--- src/rtl/vlmm_pkg.sv ---
package vlmm_pkg;
  // strobes from sequencer to arithmetic datapath
  typedef struct packed {
    logic       load;   // capture operands, clear accumulator
    logic       step;   // retire one section
    logic       addY;   // section ends in +1
    logic       subY;   // section ends in -1
    logic [7:0] shift;  // section length k, 1..KMAX
  } vlmm_ctl_t;
endpackage

--- src/rtl/vlmm_datapath.sv ---
module vlmm_datapath
  import vlmm_pkg::*;
#(
  parameter int WIDTH = 64,
  parameter int KMAX  = 4
) (
  input  logic             clk,
  input  logic             rstN,
  input  vlmm_ctl_t        ctl,
  input  logic [WIDTH-1:0] yIn,
  input  logic [WIDTH-1:0] mIn,
  output logic [WIDTH-1:0] result
);
  localparam int EW = WIDTH + 1;

  logic [WIDTH-1:0] accQ, yQ, modQ;
  logic [WIDTH-1:0] dbl [0:KMAX];
  logic [WIDTH-1:0] shifted, accNext;
  logic [EW-1:0]    sumW, difW, modW;

  assign modW   = {1'b0, modQ};
  assign dbl[0] = accQ;

  // unrolled modular doubling chain, each stage output stays below M
  for (genvar g = 0; g < KMAX; g++) begin : g_dbl
    logic [EW-1:0] twice;
    always_comb begin
      twice = {dbl[g], 1'b0};
      if (twice >= modW) twice = twice - modW;
      dbl[g+1] = twice[WIDTH-1:0];
    end
  end

  always_comb begin
    shifted = accQ;
    for (int i = 1; i <= KMAX; i++)
      if (ctl.shift == 8'(i)) shifted = dbl[i];
  end

  always_comb begin
    sumW = {1'b0, shifted} + {1'b0, yQ};
    if (sumW >= modW) sumW = sumW - modW;
    difW = {1'b0, shifted} - {1'b0, yQ};
    if (difW[WIDTH]) difW = difW + modW;
    if (ctl.addY)      accNext = sumW[WIDTH-1:0];
    else if (ctl.subY) accNext = difW[WIDTH-1:0];
    else               accNext = shifted;
  end

  always_ff @(posedge clk or negedge rstN) begin
    if (!rstN) begin
      accQ <= '0;
      yQ   <= '0;
      modQ <= '0;
    end else if (ctl.load) begin
      accQ <= '0;
      yQ   <= yIn;
      modQ <= mIn;
    end else if (ctl.step) begin
      accQ <= accNext;
    end
  end

  assign result = accQ;


  acc_below_mod_chk: assert property (@(posedge clk) disable iff (!rstN)
    ctl.step |=> accQ < modQ);

  operands_held_chk: assert property (@(posedge clk) disable iff (!rstN)
    ctl.step |=> $stable(modQ) && $stable(yQ));
endmodule

--- src/rtl/vlmm_control.sv ---
module vlmm_control
  import vlmm_pkg::*;
#(
  parameter int WIDTH = 64,
  parameter int KMAX  = 4
) (
  input  logic             clk,
  input  logic             rstN,
  input  logic             start,
  input  logic [WIDTH-1:0] xIn,
  output vlmm_ctl_t        ctl,
  output logic             busy,
  output logic             done
);
  localparam int ND   = WIDTH + 1;
  localparam int POSW = $clog2(WIDTH + 2);

  logic            busyQ, doneQ;
  logic [POSW-1:0] posQ, posNext, hiPos, gap, shiftAmt;
  logic [ND-1:0]   nzQ, negQ, nzLoad, negLoad, remMask;
  logic [ND:0]     xExt, x3, flip, negRaw;
  logic            found;

  // signed-digit recoding: compare X with 3X
  always_comb begin
    xExt    = {2'b00, xIn};
    x3      = xExt + {xExt[ND-1:0], 1'b0};
    flip    = x3 ^ xExt;
    negRaw  = xExt & flip;
    nzLoad  = flip[ND:1];
    negLoad = negRaw[ND:1];
  end

  // next nonzero digit below the scan point
  always_comb begin
    found = 1'b0;
    hiPos = '0;
    for (int i = 0; i < ND; i++) begin
      remMask[i] = nzQ[i] && (POSW'(i) < posQ);
      if (remMask[i]) begin
        found = 1'b1;
        hiPos = POSW'(i);
      end
    end
  end

  always_comb begin
    gap = posQ - hiPos;
    ctl = '0;
    ctl.load = start && !busyQ;
    ctl.step = busyQ;
    if (found && gap <= POSW'(KMAX)) begin
      shiftAmt = gap;
      posNext  = hiPos;
      ctl.addY = busyQ && !negQ[hiPos];
      ctl.subY = busyQ && negQ[hiPos];
    end else begin
      shiftAmt = (posQ < POSW'(KMAX)) ? posQ : POSW'(KMAX);
      posNext  = posQ - shiftAmt;
    end
    ctl.shift = 8'(shiftAmt);
  end

  always_ff @(posedge clk or negedge rstN) begin
    if (!rstN) begin
      busyQ <= 1'b0;
      doneQ <= 1'b0;
      posQ  <= '0;
      nzQ   <= '0;
      negQ  <= '0;
    end else if (ctl.load) begin
      busyQ <= 1'b1;
      doneQ <= 1'b0;
      posQ  <= POSW'(ND);
      nzQ   <= nzLoad;
      negQ  <= negLoad;
    end else if (busyQ) begin
      posQ  <= posNext;
      busyQ <= (posNext != '0);
      doneQ <= (posNext == '0);
    end else begin
      doneQ <= 1'b0;
    end
  end

  assign busy = busyQ;
  assign done = doneQ;


  done_pulse_chk: assert property (@(posedge clk) disable iff (!rstN)
    doneQ |=> !doneQ);

  done_idle_chk: assert property (@(posedge clk) disable iff (!rstN)
    doneQ |-> !busyQ);

  shift_range_chk: assert property (@(posedge clk) disable iff (!rstN)
    busyQ |-> (ctl.shift >= 8'd1) && (ctl.shift <= 8'(KMAX)));

  start_ignored_chk: assert property (@(posedge clk) disable iff (!rstN)
    (busyQ && start) |=> posQ < $past(posQ));
endmodule

--- src/rtl/vlmm_mulmod.sv ---
module vlmm_mulmod
  import vlmm_pkg::*;
#(
  parameter int WIDTH = 64,
  parameter int KMAX  = 4
) (
  input  logic             clk,
  input  logic             rstN,
  input  logic             start,
  input  logic [WIDTH-1:0] xIn,
  input  logic [WIDTH-1:0] yIn,
  input  logic [WIDTH-1:0] mIn,
  output logic             busy,
  output logic             done,
  output logic [WIDTH-1:0] result
);
  vlmm_ctl_t ctl;

  vlmm_control #(.WIDTH(WIDTH), .KMAX(KMAX)) u_ctrl (
    .clk(clk), .rstN(rstN), .start(start), .xIn(xIn),
    .ctl(ctl), .busy(busy), .done(done)
  );

  vlmm_datapath #(.WIDTH(WIDTH), .KMAX(KMAX)) u_dp (
    .clk(clk), .rstN(rstN), .ctl(ctl), .yIn(yIn), .mIn(mIn), .result(result)
  );
endmodule

--- config.mk ---
export PLATFORM = sky130hd
export DESIGN_NAME = vlmm_mulmod
export DESIGN_NICKNAME = d
export VERILOG_FILES = /design/src/rtl/vlmm_pkg.sv /design/src/rtl/vlmm_datapath.sv /design/src/rtl/vlmm_control.sv /design/src/rtl/vlmm_mulmod.sv
export SDC_FILE = /design/constraint.sdc
export NUM_CORES = 2
export LEC_CHECK = 0
export ABC_AREA = 1
export BUFFER_PORTS_ARGS = -buffer_cell sky130_fd_sc_hd__buf_2
export CAP_MARGIN = 10
export CORE_ASPECT_RATIO = 1.25
export CORE_UTILIZATION = 40
export DETAILED_ROUTE_END_ITERATION = 7
export GPL_TIMING_DRIVEN = 0
export PLACE_DENSITY = 0.58
export SLEW_MARGIN = 20
export SYNTH_ARGS = -nofsm -noshare
export SYNTH_HDL_FRONTEND = slang
export SYNTH_SLANG_ARGS = --single-unit
--- constraint.sdc ---
create_clock -name clk -period 26.8 [get_ports clk]
set_input_delay 1.34 -clock clk [delete_from_list [all_inputs] [get_ports clk]]
set_output_delay 1.34 -clock clk [all_outputs]
set_load 0.02 [all_outputs]
# [Word-level counts from Yosys, hierarchy flattened]
# Index checks and enable logic that the tools add are counted.
[classes] n_addsub=11 magnitude_cmp=73 n_eq_ne=4 mux=155 bitwise_logic=2 n_reduce_logical=74
[ops] cell="2-to-1 mux 64 bit" count=14
[ops] cell=">= comparator 65 x 64 -> 1 bit" count=5
[ops] cell="subtractor 64 bit" count=5
[ops] cell="less-than comparator 6 x 7 -> 1 bit, first input constant" count=32
[ops] cell="2-to-1 mux 6 bit" count=32
[ops] cell="less-than comparator 5 x 7 -> 1 bit, first input constant" count=16
[ops] cell="2-to-1 mux 5 bit" count=16
[ops] cell="2-to-1 mux 1 bit" count=71
[ops] cell="logical AND 1 bit" count=69
[ops] cell="adder 64 x 65 -> 66 bit" count=1
[ops] cell="AND 64 x 66 -> 66 bit" count=1
[ops] cell="bitwise XOR 66 x 64 -> 66 bit" count=1
[ops] cell="adder 64 x 64 -> 65 bit" count=1
[ops] cell="subtractor 64 x 64 -> 65 bit" count=1
[ops] cell="adder 64 bit" count=1
[ops] cell="less-than comparator 4 x 7 -> 1 bit, first input constant" count=8
[ops] cell="2-to-1 mux 7 bit" count=6
[ops] cell="2-to-1 mux 4 bit" count=8
[ops] cell="less-than comparator 3 x 7 -> 1 bit, first input constant" count=4
[ops] cell="equality test 7 x 2 -> 1 bit, second input constant" count=2
[ops] cell="less-than comparator 1 x 7 -> 1 bit, first input constant" count=2
[ops] cell="less-than comparator 2 x 7 -> 1 bit, first input constant" count=2
[ops] cell="subtractor 7 bit" count=2
[ops] cell="2-to-1 mux 3 bit" count=4
[ops] cell="12 further kinds" count=15
[word_totals] regBits=331 input_bits=195 output_inout_bits=66 wordCells=327

# [Depth between registers and ports, before layout]
[logic_depth] word_depth=82 depth_mapped=223 depth_no_buf=214

# [Cells and area by module]
# A second synthesis with hierarchy kept.
[hier_totals] cells_unflattened=10726 hier_area_um2=62134.6
[by_module_without_submodules] mod="vlmm_datapath" n_inst=1 cells_each=9225 area_each_um2=51027.7 seq_area_each_um2=4804.6
[by_module_without_submodules] mod="vlmm_control" n_inst=1 cells_each=1501 area_each_um2=11106.9 seq_area_each_um2=3428.3

# [Worst setup path after synthesis]
# Ideal clock, no wire load.
[synth_timing] path_type="flip-flop to flip-flop" start="register u_dp.modQ[1]" end="register u_dp.accQ[12] (netlist: u_dp.result[12])" setup_time_ns=0.117 t_arrival_ns=23.805 required_time_ns=26.683 slack_ns=2.878 stages_incl_launch_ff=216 cell_sequence="dfrtp_1 > inv_1 > ha_1 > nand2_1 > nor2_1 > a211oi_2 > o21ai_2 > nand3_1 > nand2_2 > a31oi_1 > o21bai_1 > nand2_1 > nand2_2 > a21oi_2 > o31ai_4 > a21oi_2 > o21ai_2 > a21oi_2 > [... 180 more ...] > nand2_2 > nand2_1 > nand2_1 > a21oi_1 > o21ai_1 > inv_2 > o21ai_2 > a21oi_1 > o21ai_2 > nand2_1 > nand3_2 > buf_6 > buf_6 > nand2_1 > o21ai_0 > nand3_1 > nand3_1 > nand2_1"
[synth_via] elab_chain_cells=16 elab_cells_between_ends=27 classes_between="8 x add/sub; 5 x order compare; 14 x mux"
[synth_rtl] element="start, declared" line="vlmm_datapath.sv:16" rtl="logic [WIDTH-1:0] accQ, yQ, modQ;"
[synth_rtl] element="start signal, assigned" line="vlmm_datapath.sv:58" rtl="modQ <= mIn;"
[synth_rtl] element="subtractor 64 bit or >= comparator 65 x 64 -> 1 bit (tied branches)" line="vlmm_datapath.sv:29" rtl="if (twice >= modW) twice = twice - modW;"
[synth_rtl] element="2-to-1 mux 64 bit" line="vlmm_datapath.sv:29"
[synth_rtl] element="subtractor 64 bit or >= comparator 65 x 64 -> 1 bit (tied branches)" line="vlmm_datapath.sv:29"
[synth_rtl] element="2-to-1 mux 64 bit" line="vlmm_datapath.sv:29"
[synth_rtl] element="subtractor 64 bit or >= comparator 65 x 64 -> 1 bit (tied branches)" line="vlmm_datapath.sv:29"
[synth_rtl] element="2-to-1 mux 64 bit" line="vlmm_datapath.sv:29"
[synth_rtl] element="subtractor 64 bit or >= comparator 65 x 64 -> 1 bit (tied branches)" line="vlmm_datapath.sv:29"
[synth_rtl] element="2-to-1 mux 64 bit" line="vlmm_datapath.sv:29"
[synth_rtl] element="2-to-1 mux 64 bit" line="vlmm_datapath.sv:37" rtl="if (ctl.shift == 8'(i)) shifted = dbl[i];"
[synth_rtl] element="subtractor 64 x 64 -> 65 bit" line="vlmm_datapath.sv:43" rtl="difW = {1'b0, shifted} - {1'b0, yQ};"
[synth_rtl] element="adder 64 bit" line="vlmm_datapath.sv:44" rtl="if (difW[WIDTH]) difW = difW + modW;"
[synth_rtl] element="2-to-1 mux 64 bit" line="vlmm_datapath.sv:44"
[synth_rtl] element="2-to-1 mux 64 bit" line="vlmm_datapath.sv:46" rtl="else if (ctl.subY) accNext = difW[WIDTH-1:0];"
[synth_rtl] element="2-to-1 mux 64 bit (*)" line="vlmm_datapath.sv:45" rtl="if (ctl.addY) accNext = sumW[WIDTH-1:0];"
[synth_rtl] element="2-to-1 mux 64 bit (*)" line="vlmm_datapath.sv:59" rtl="end else if (ctl.step) begin"
[synth_rtl] element="2-to-1 mux 64 bit (*)" line="vlmm_datapath.sv:55" rtl="end else if (ctl.load) begin"
[synth_rtl] element="end signal, assigned" line="vlmm_datapath.sv:60" rtl="accQ <= accNext;"
[synth_rtl] element="end, declared" line="vlmm_datapath.sv:16"
# Every way passes the cells marked *; elsewhere a longest branch is shown, timed or not. The select of a mux whose other input is x is not followed.
# A chain may end at the register's enable or synchronous reset.

# [Worst setup path after layout]
[layout_timing] start="register u_dp.modQ[2]" end="register u_dp.accQ[51] (netlist: u_dp.result[51])"
# Same word-level chain as after synthesis.

==> metrics.md <==
| Metric | Value |
|---|---|
| Top cell family by delay on the critical path | `compound AO/OA/AOI/OAI gates` |
| Htree depth | `2` |
| Buf+Inv Stages, Crit Path | `26` |
| DR vias/cell | `5.78` |
| Most frequent CP cell | `nand2_2` |
| RSZ-0062 raised after global routing | `true` |
| DR vias | `57574` |
| WP depth | `209` |
| Post-synth EDFFs | `0` |
| Global Route Usage Sum | `0.412` |
| Hold Crit Class | `reg2reg` |
| Hold Buf Count CTS | `0` |
| Worst clock skew | `0.0340 ns` |
| Max Freq | `roughly 38 MHz` |
| Final critical-path required period | `around 26 ns` |
| Post-synth top area cell | `dfrtp_1` |
| Final Cycle Share | `0.973` |
| Critical Path Source Type | `flip-flop` |
| Clk_lat worst skew | `0.61 ns` |
| Drt pass-1 iters | `6` |
| Area contributors post-synth | `dfrtp_1 16%, ha_1 16%, nand2_1 14%` |
| Post-synthesis instance total | `7541` |
| First-pass GRT wire length | `~380000 µm` |
| Layout cells sized above 1 | `0.212` |
| Max-slew violations | `0` |
| Max cap viols | `0` |
| Drt wl/cell | `between 20 and 30 µm` |
| Row count | `145` |
| Routed WL | `roughly 270000 µm` |
| Finished Layout Cells | `around 10000` |
| Core Area | `~0.13 mm²` |
| Kind of critical path | `reg2reg` |
| Crit end category | `flip-flop` |
| Crit path max-delay cell type | `dfrtp_1` |
| Clock Pin Slew Worst Setup and Hold Paths | `0.06 ns` |
| Vias in the first global route | `roughly 57000` |
| Post-DP HPWL | `about 220000 µm` |
| Most common cell after layout, fill and taps aside | `nand2_1` |
| YS warnings | `0` |
| CTS max path bufs | `3` |
| Netlist cell types | `92` |
| Setup violators final | `0` |
| Number of synthesized register bits | `329` |
| R2r worst-path depth | `209` |
| Hold Path Cell Cnt | `2` |
| Grt ovf | `0` |
| Synth-to-Final Area Change | `22.4%` |
| CTS sink cnt | `329` |
| Port bufs | `260` |
| Syn Nets | `~8400` |
| Max_slew headroom | `0.181` |
| Top FF cell, synth | `dfrtp_1` |
| GP Congestion | `roughly 1.0` |
| Cells after DPL | `9496` |
| Arr. time, crit path | `26.56 ns` |
| Worst endpoint required time | `27.28 ns` |
| Final Net Count | `9084` |
| Area share of the leading cell type in the synthesized netlist | `0.162` |
| Post-DRT Antenna Nets | `0` |
| TritonCTS Buffers | `37` |
| Cell area after technology mapping | `slightly above 0.05 mm²` |
| Critical path's largest stage delay | `slightly above 0.4 ns` |
| Pin count of the biggest net entering global routing | `90` |
| Die area | `roughly 0.13 mm²` |
| Die X-Extent | `320 µm` |
| Drc violations | `0` |
| Starting density of the core | `0.404` |
| Outcome | `finished, final reports clean` |
| CTS tree | `built` |
| # IOs | `261` |
| Die Span Y | `400 µm` |
| Final hold violation count | `0` |
| Initial antenna violation count | `6` |
| Root Buffer | `clkbuf_16` |
| Top fanout value on the critical path | `10` |
| Asr flop ratio synth | `1.00` |
| Commonest cells after routing, fill and taps aside | `1818 x nand2_1, 718 x inv_1, 652 x o21ai_0` |
| Sequential area share after synthesis | `0.162` |
| Syn avg cell area | `slightly below 7 µm²` |
| Worst-Margin Slew | `1.23 ns` |
| DR iter-0 viols | `about 4700` |
-- path summary, 6_finish.rpt --
| kind | from | endpoint | slack, ns |
|---|---|---|---|
| hold / removal | u_ctrl.negQ[42] | u_ctrl.negQ[42] | 0.48 |
| setup reg to reg | u_dp.modQ[2] | u_dp.result[51] | 0.72 |
| max in group asynchronous | rstN | u_dp.modQ[1] | 25.15 |
| hold reg to reg | u_ctrl.negQ[42] | u_ctrl.negQ[42] | 0.48 |
| min in group asynchronous | rstN | u_ctrl.nzQ[0] | 0.77 |
| setup / recovery | u_dp.modQ[2] | u_dp.result[51] | 0.72 |
-- registers in the layout, summed over array words and instances (netlist names) --
signal	cells
u_ctrl.nzQ	65
u_dp.modQ	64
u_dp.result	64
u_dp.yQ	64
u_ctrl.negQ	63
u_ctrl.posQ	7
u_ctrl.busy	1
u_ctrl.done	1
-- synth_stat cells (26+ instances only) --
| cell | instances |
|---|---|
| o21ai_0 | 730 |
| o21ai_2 | 83 |
| o21bai_1 | 39 |
| ha_1 | 644 |
| a31oi_1 | 45 |
| nand2_1 | 1938 |
| o21ai_1 | 109 |
| xor2_1 | 315 |
| o211ai_1 | 69 |
| buf_6 | 26 |
| clkbuf_8 | 58 |
| a21oi_2 | 68 |
| nand3b_1 | 30 |
| inv_2 | 30 |
| nand4_1 | 55 |
| clkbuf_1 | 126 |
| nand3_1 | 284 |
| inv_1 | 739 |
| nand2_2 | 65 |
| a21oi_1 | 730 |
| or2_2 | 36 |
| dfrtp_1 | 329 |
| nor3_1 | 35 |
| nor2_1 | 374 |
| xnor2_1 | 220 |
-- repair_timing --
item,CTS,global route
setup endpoints to repair,64,64
gates cloned,7,0
resized for setup,554,233
pin swaps,266,262
buffers inserted,293,105
-- per-layer routing --
layer	up-vias	GRT usage	wire [µm]
met4	2	0.348	27200
met3	861	0.0465	15500
li1	26787	-	-
met5	-	0	15
met1	27490	0.450	101000
met2	2434	0.716	130000
-- per-stage QoR --
step / setup slack (ns) / TNS [ns] / cell area, µm² / utilization / hold slack (ns)
after CTS: -0.348 / -14.97 / 60100 / 0.480 / 0.485
after global placement: -6.69 / -369.43 / 54100 / 0.432 / 0.465
after global routing: -0.208 / -7.45 / 62000 / 0.495 / 0.500
final: 0.716 / 0 / 62000 / 0.495 / 0.483
after detailed placement: -6.79 / -376.68 / 54200 / 0.433 / 0.467
after floorplan: 2.88 / 0 / 50700 / - / 0.440
-- logic make-up after synthesis --
| family | count (synthesis) | share of synthesized area |
|---|---|---|
| compound gates | 2093 | 0.245 |
| xor+xnor | 535 | 0.0925 |
| fa+ha+maj | 650 | 0.161 |
| buf+inv | 1051 | 0.101 |
| flops | 329 | 0.162 |
| mux | 3 | 0.000592 |
| other cells | 1 | 0.0000740 |
| simple gates | 2879 | 0.237 |
-- tightest hold or removal path: cells and delay by family (launching register included) --
kind          cells  cell delay, ns
flops             1            0.34
simple gates      2            0.11
-- cell type report --
cell class,count,area [µm²]
timing repair buffer,662,4680
clock buffer,50,1080
clock inverter,18,171
buffer,268,2510
tap,1690,2110
multi-input combinational,6162,40200
fill,12909,63300
antenna,6,15.0
inverter,779,2990
sequential,329,8240
Power is not shown: default switching activity piles up to over one toggle a cycle in this logic, so the estimate is an artifact.
